===== config.mk =====
export PLATFORM = sky130hd
export DESIGN_NAME = mcyc_core
export DESIGN_NICKNAME = d
export VERILOG_FILES = /design/src/rtl/mcyc_pkg.sv /design/src/rtl/mcyc_regfile.sv /design/src/rtl/mcyc_ctrl.sv /design/src/rtl/mcyc_core.sv
export SDC_FILE = /design/constraint.sdc
export NUM_CORES = 2
export LEC_CHECK = 0
export BUFFER_PORTS_ARGS = -buffer_cell sky130_fd_sc_hd__buf_2
export CAP_MARGIN = 15
export CORE_MARGIN = 1.5
export CORE_UTILIZATION = 36
export DETAILED_ROUTE_END_ITERATION = 6
export PLACE_DENSITY_LB_ADDON = 0.25
export SYNTH_ARGS = -nofsm -noshare
export SYNTH_HDL_FRONTEND = slang
export SYNTH_SLANG_ARGS = --single-unit

===== constraint.sdc =====
create_clock -name clk -period 6.5 [get_ports clk]
set_input_delay 1.3 -clock clk [delete_from_list [all_inputs] [get_ports clk]]
set_output_delay 1.3 -clock clk [all_outputs]
set_load 0.01 [all_outputs]

===== src/rtl/mcyc_pkg.sv =====
package mcyc_pkg;

    localparam int WORD_W = 32;
    localparam int OPC_W  = 8;
    localparam int RIDX_W = 5;
    localparam int NREG   = 1 << RIDX_W;

    typedef logic [WORD_W-1:0] word_t;
    typedef logic [OPC_W-1:0]  opc_t;
    typedef logic [RIDX_W-1:0] ridx_t;

    localparam opc_t OP_ALU_LAST = 8'h0B;
    localparam opc_t OP_NOP      = 8'h10;
    localparam opc_t OP_STO      = 8'h20;
    localparam opc_t OP_STOR     = 8'h22;
    localparam opc_t OP_LD       = 8'h30;
    localparam opc_t OP_LDI      = 8'h31;
    localparam opc_t OP_LDR      = 8'h32;
    localparam opc_t OP_JMP      = 8'h40;
    localparam opc_t OP_JZ       = 8'h41;

    typedef enum logic [2:0] {
        S_FETCH, S_DECODE, S_FETCH2, S_EXEC, S_MEM, S_WB
    } state_t;

    // Upper bits of the first instruction word, most significant first.
    typedef struct packed {
        opc_t  opcode;
        ridx_t dst;
        ridx_t op1;
        ridx_t op2;
    } fields_t;

    function automatic logic is_alu(input opc_t o);
        return o <= OP_ALU_LAST;
    endfunction

    function automatic logic is_two_word(input opc_t o);
        return (o == OP_LD) || (o == OP_LDI) || (o == OP_STO) ||
               (o == OP_JMP) || (o == OP_JZ);
    endfunction

    function automatic logic is_reg_ind(input opc_t o);
        return (o == OP_STOR) || (o == OP_LDR);
    endfunction

endpackage


===== src/rtl/mcyc_regfile.sv =====
module mcyc_regfile #(
    parameter  int N  = 32,
    parameter  int W  = 32,
    localparam int IW = $clog2(N)
) (
    input  logic          clk,
    input  logic          rst,
    input  logic          we,
    input  logic [IW-1:0] wa,
    input  logic [W-1:0]  wd,
    input  logic [IW-1:0] ra_a,
    input  logic [IW-1:0] ra_b,
    output logic [W-1:0]  rd_a,
    output logic [W-1:0]  rd_b
);

    logic [W-1:0] regs [N];

    always_ff @(posedge clk) begin
        if (rst) begin
            for (int i = 0; i < N; i++) regs[i] <= '0;
        end else if (we) begin
            regs[wa] <= wd;
        end
    end

    assign rd_a = regs[ra_a];
    assign rd_b = regs[ra_b];

    // a write is visible at its index on the following cycle
    assert_rf_write_R3: assert property (@(posedge clk) disable iff (rst)
        we |=> (regs[$past(wa)] == $past(wd)));

endmodule


===== src/rtl/mcyc_ctrl.sv =====
module mcyc_ctrl
    import mcyc_pkg::*;
(
    input  logic   clk,
    input  logic   rst,
    input  opc_t   dec_op,
    input  opc_t   ir_op,
    output state_t state
);

    state_t nxt;

    always_comb begin
        nxt = S_FETCH;
        unique case (state)
            S_FETCH:  nxt = S_DECODE;
            S_DECODE: begin
                if (is_two_word(dec_op))     nxt = S_FETCH2;
                else if (is_reg_ind(dec_op)) nxt = S_MEM;
                else if (is_alu(dec_op))     nxt = S_EXEC;
                else                         nxt = S_FETCH;
            end
            S_FETCH2: nxt = S_EXEC;
            S_EXEC: begin
                if (ir_op == OP_LD || ir_op == OP_STO) nxt = S_MEM;
                else if (is_alu(ir_op))                nxt = S_WB;
                else                                   nxt = S_FETCH;
            end
            S_MEM:    nxt = (ir_op == OP_LD || ir_op == OP_LDR) ? S_WB : S_FETCH;
            S_WB:     nxt = S_FETCH;
            default:  nxt = S_FETCH;
        endcase
    end

    always_ff @(posedge clk) begin
        if (rst) state <= S_FETCH;
        else     state <= nxt;
    end

    // every fetch is followed by a decode
    assert_fetch_then_decode_R2: assert property (@(posedge clk) disable iff (rst)
        (state == S_FETCH) |=> (state == S_DECODE));

endmodule


===== src/rtl/mcyc_core.sv =====
module mcyc_core
    import mcyc_pkg::*;
(
    input  logic              clk,
    input  logic              rst,
    output logic [WORD_W-1:0] mem_addr,
    output logic [WORD_W-1:0] mem_wdata,
    output logic              mem_rnw,
    input  logic [WORD_W-1:0] mem_rdata,
    output logic [OPC_W-1:0]  alu_op,
    output logic [WORD_W-1:0] alu_a,
    output logic [WORD_W-1:0] alu_b,
    input  logic [WORD_W-1:0] alu_res
);

    localparam int FW = $bits(fields_t);

    state_t  state;
    fields_t ir_q;
    fields_t rd_f;
    word_t   pc_q, ar_q, res_q;
    word_t   rd_a, rd_b, wb_data;
    ridx_t   ra_a;
    logic    we;
    logic    unused_low;

    assign rd_f       = fields_t'(mem_rdata[WORD_W-1 -: FW]);
    assign unused_low = ^mem_rdata[WORD_W-FW-1:0];

    mcyc_ctrl u_ctrl (
        .clk    (clk),
        .rst    (rst),
        .dec_op (rd_f.opcode),
        .ir_op  (ir_q.opcode),
        .state  (state)
    );

    // In decode the word is still on the read bus; the indirect store reads
    // its address from the destination index, all else from operand-1.
    always_comb begin
        if (state == S_DECODE)
            ra_a = (rd_f.opcode == OP_STOR) ? rd_f.dst : rd_f.op1;
        else
            ra_a = ir_q.op1;
    end

    always_comb begin
        we      = 1'b0;
        wb_data = res_q;
        if (state == S_EXEC && ir_q.opcode == OP_LDI) begin
            we      = 1'b1;
            wb_data = mem_rdata;
        end else if (state == S_WB) begin
            we      = 1'b1;
            wb_data = is_alu(ir_q.opcode) ? res_q : mem_rdata;
        end
    end

    mcyc_regfile #(.N(NREG), .W(WORD_W)) u_rf (
        .clk  (clk),
        .rst  (rst),
        .we   (we),
        .wa   (ir_q.dst),
        .wd   (wb_data),
        .ra_a (ra_a),
        .ra_b (ir_q.op2),
        .rd_a (rd_a),
        .rd_b (rd_b)
    );

    assign mem_addr  = (state == S_MEM) ? ar_q : pc_q;
    assign mem_rnw   = !(state == S_MEM &&
                         (ir_q.opcode == OP_STO || ir_q.opcode == OP_STOR));
    assign mem_wdata = rd_a;
    assign alu_op    = ir_q.opcode;
    assign alu_a     = rd_a;
    assign alu_b     = rd_b;

    always_ff @(posedge clk) begin
        if (rst) begin
            pc_q  <= '0;
            ar_q  <= '0;
            res_q <= '0;
            ir_q  <= '0;
        end else begin
            unique case (state)
                S_FETCH, S_FETCH2: pc_q <= pc_q + 1'b1;
                S_DECODE: begin
                    ir_q <= rd_f;
                    ar_q <= rd_a;
                end
                S_EXEC: begin
                    ar_q  <= mem_rdata;
                    res_q <= alu_res;
                    if (ir_q.opcode == OP_JMP ||
                        (ir_q.opcode == OP_JZ && rd_a == '0))
                        pc_q <= mem_rdata;
                end
                default: ;
            endcase
        end
    end

    // reset returns the program counter to zero and the FSM to fetch
    assert_reset_pc_R1: assert property (@(posedge clk)
        rst |=> (pc_q == '0 && state == S_FETCH));

    // each fetch advances the program counter by one
    assert_fetch_advance_R9: assert property (@(posedge clk) disable iff (rst)
        (state == S_FETCH || state == S_FETCH2) |=> (pc_q == $past(pc_q) + 32'd1));

    // a conditional jump on a non-zero register keeps the program counter
    assert_jz_not_taken_R7: assert property (@(posedge clk) disable iff (rst)
        (state == S_EXEC && ir_q.opcode == OP_JZ && rd_a != '0) |=> $stable(pc_q));

    // a memory write is always the last cycle of its instruction
    assert_store_ends_R5: assert property (@(posedge clk) disable iff (rst)
        !mem_rnw |=> (state == S_FETCH));

    // an opcode outside every known class returns to fetch after decode
    assert_noop_short_R8: assert property (@(posedge clk) disable iff (rst)
        (state == S_DECODE && !is_alu(rd_f.opcode) && !is_two_word(rd_f.opcode) &&
         !is_reg_ind(rd_f.opcode)) |=> (state == S_FETCH && $stable(pc_q)));

endmodule


==> flow_summary.ini <==
[run_status]
outcome = finished with violations
violations = negative setup slack

[sta]
timing.hold.ws_ns = 0.446
finalCriticalPeriod_ns = 6.51
maxSlewViolCount = 0
setup_viol = 2
layout_setup_ws_ns = -0.0150
hold_viol_final = 0
tightest_slew_ns = 1.28
finClkSkew_ns = 0.0461
rsz0062_at_grt = false
min_period_over_period = 1.00
relSlewSlack = 0.142
max_freq_mhz = 153
tns_ns = -0.0296

[clock_network]
htree_levels = 3
path_clk_slew_ns = 0.06
insertion_delay_ns = 0.81
cts_inserted_buffers = 120
cts_tree = yes
cts_sinks = 1151
cts_hold_buf = 0
clock-root-buffer = clkbuf_16
clockBufferDepth = 3

[global_route]
antenna_found_initial = 11
grt-ovfl-total = 0
grt_pass1_vias = 46700
grt_pass1_wl_mm = 376
grtUsageTotal = 0.311
grt_max_degree = 113

[setup_path]
crit_required_ns = 5.20
arrival_ns = 5.21
path_class = in -> out
cp-start-kind = input port
reg2reg_depth = 15
crit_top_cell = buf_4
reg2reg_from = u_ctrl.state[0]
regToRegSetupSlack_ns = 0.78
slowest_delay_ns = 0.61
reg2reg_to = pc_q[5]
path_cells = buf_2, or4_1, buf_4, or4_1, nand3_4, buf_12, nand3_1, buf_4, o22ai_1, and4b_1, buf_4, inv_1, buf_2
critPathCaptureType = output port
path_max_fanout = 60
cp_slowest_cell = or4_1

[final_layout]
fin_area_mm2 = 0.0696
fin_util = 0.412
drive_gt1_frac = 0.225
fillers = 15900
area_growth_pct = 13.7
final_common_cell = nor2_1
final_nets = 5406
layout_common_cells = nor2_1, edfxtp_1, nand2_1, mux4_2, a21oi_1

[yosys]
synthMuxAreaShare = 0.173
synth_area_leader_cell = edfxtp_1
synth.area.top_cells = edfxtp_1, mux4_2, nor2_1
ys_seq_area_frac = 0.544
ys_warn_count = 0
syn-num-nets = 5369
synth-seq-cells = 1151
synth_cells = 5302
synthAdderAreaFrac = 0.000204
async_flop_share = 0
synth_top_family_by_area = multiplexers
synth_edf_count = 1024
synth_compound_area_frac = 0.0950
synthesis.area_mm2 = 0.0612
avgSynthCellArea_um2 = 11.5
yosys.area.top_type_share = 0.502
synthDistinctLibCells = 86
synthXorXnorAreaFrac = 0.000143
synth-simple-area-share = 0.143
ys.flop_type = edfxtp_1

[drt]
first_iter_violations = 8785
vias_per_cell = 6.53
drcViolationCount = 0
firstDrtPassIters = 7
routed_wl_mm = 276
via_count = 50000
antenna_left = 0
post_drt_wl_per_cell_um = 36.0

[job]
cap_violations = 0

[worst_hold_path]
min_path_cells = 2
min-delay-start = ir_q[3]
hold_class = reg -> reg

[die]
die_x_um = 415
initial_core_util = 0.362
rows = 151
pin_count = 203
dieArea_mm2 = 0.173
coreArea_mm2 = 0.169
die_y_um = 415

[power]
powerDensity_mw_per_mm2 = 271
worst_ir_drop_vdd_mv = 0.281
leakagePower_nw = 23.1

[placed_design]
pre_cts_slack_ns = -0.175
gp_congestion = 0.925
placedInstanceArea_mm2 = 0.0656
hpwl_mm = 159
portBuffers = 202
==> where the power goes <==
group / switching, W / internal, W / leakage [nW]
registers: 0.000195 / 0.00829 / 11.6
logic: 0.00217 / 0.00114 / 9.54
clock network: 0.00316 / 0.00395 / 1.92
==> kinds of logic (layout without fill, tap and decap cells) <==
kind of cell,after synthesis,count (layout)
other,0,6
AO/OA/AOI/OAI,830,830
XOR/XNOR,1,1
multiplexers,651,651
AND/OR/NAND/NOR,2073,2074
adder cells (fa/ha/maj),1,1
flip-flops,1151,1151
buffers and inverters,595,735
==> metrics by stage <==
step / power, W / instances
2_1_floorplan: 0.0104 / 5302
3_3_place_gp: 0.0118 / 7432
3_5_place_dp: 0.0118 / 7432
4_1_cts: 0.0188 / 7658
5_1_grt: 0.0193 / 7663
6_report: 0.0189 / 7667
==> Yosys cell counts, types with 6 or more instances <==
cell	count
a31oi_1	58
mux2_2	73
mux2i_1	258
nor2_1	1139
a2111oi_0	7
buf_6	15
a22o_1	19
nor3_1	21
a32o_1	27
nand2_1	650
dfxtp_1	127
a311oi_1	45
o41ai_1	15
clkbuf_1	329
a221oi_1	29
nand3_1	67
buf_1	51
o211ai_1	13
a22oi_1	39
o21ai_0	44
edfxtp_1	1024
a21oi_1	251
and2_1	18
mux4_2	320
a211o_1	17
a211oi_1	98
o22ai_1	30
o31ai_1	28
inv_1	20
o311ai_1	12
o31a_1	36
buf_2	103
o221ai_1	8
nand4_1	19
nor3b_1	6
and4_1	55
o32ai_1	6
nor4_1	22
a32oi_1	11
buf_4	76
or4_1	6
and3_1	15
or3_1	7
==> state kept, by name, summed over array words and instances, names as in the netlist, named ones only <==
name,cells
alu_op,8
ar_q,32
ir_q,15
pc_q,32
res_q,32
u_ctrl.state,3
u_rf.regs,1024
==> worst max-delay path, delay by kind of cell <==
kind	cells	cell delay, ns
buffers and inverters	7	1.51
AOI/OAI and AO/OA	1	0.10
and+or+nand+nor	5	2.21
==> worst max path at each step <==
stage                               start  cells past startpoint            end  slack, ns
final                       mem_rdata[31]                     13       alu_a[6]      -0.01
after CTS                 u_ctrl.state[0]                     10  mem_wdata[13]       0.02
after global placement      mem_rdata[31]                     12  mem_wdata[13]      -0.18
after global routing        mem_rdata[24]                     14      alu_a[13]       0.02
after detailed placement    mem_rdata[31]                     12  mem_wdata[13]      -0.17
after floorplan             mem_rdata[26]                     12  mem_wdata[10]       0.84
==> per-layer routing <==
layer	up-vias	wire (um)	GRT usage
met2	4216	120000	0.463
met5	-	80	0
met1	25000	98900	0.400
li1	19900	-	-
met3	948	36200	0.0864
met4	10	20900	0.191
==> cell type report <==
type	count	area, um^2	share of cell area
Sequential cell	1151	33300	0.478
Multi-Input combinational cell	3557	25800	0.371
Timing Repair Buffer	489	3750	0.0539
Clock buffer	149	3240	0.0465
Tap cell	2218	2780	0.0399
Clock inverter	77	672	0.00965
Inverter	20	75.1	0.00108
Antenna cell	6	15.0	0.000216
==> timing repair <==
item | in CTS | in global routing
pin swaps | 0 | 2
gates resized for setup | 3 | 7
setup buffers | 0 | 1
endpoints found under the setup margin | 6 | 20
cloned | 0 | 1
Note: power is estimated with default switching activity, not from simulation.
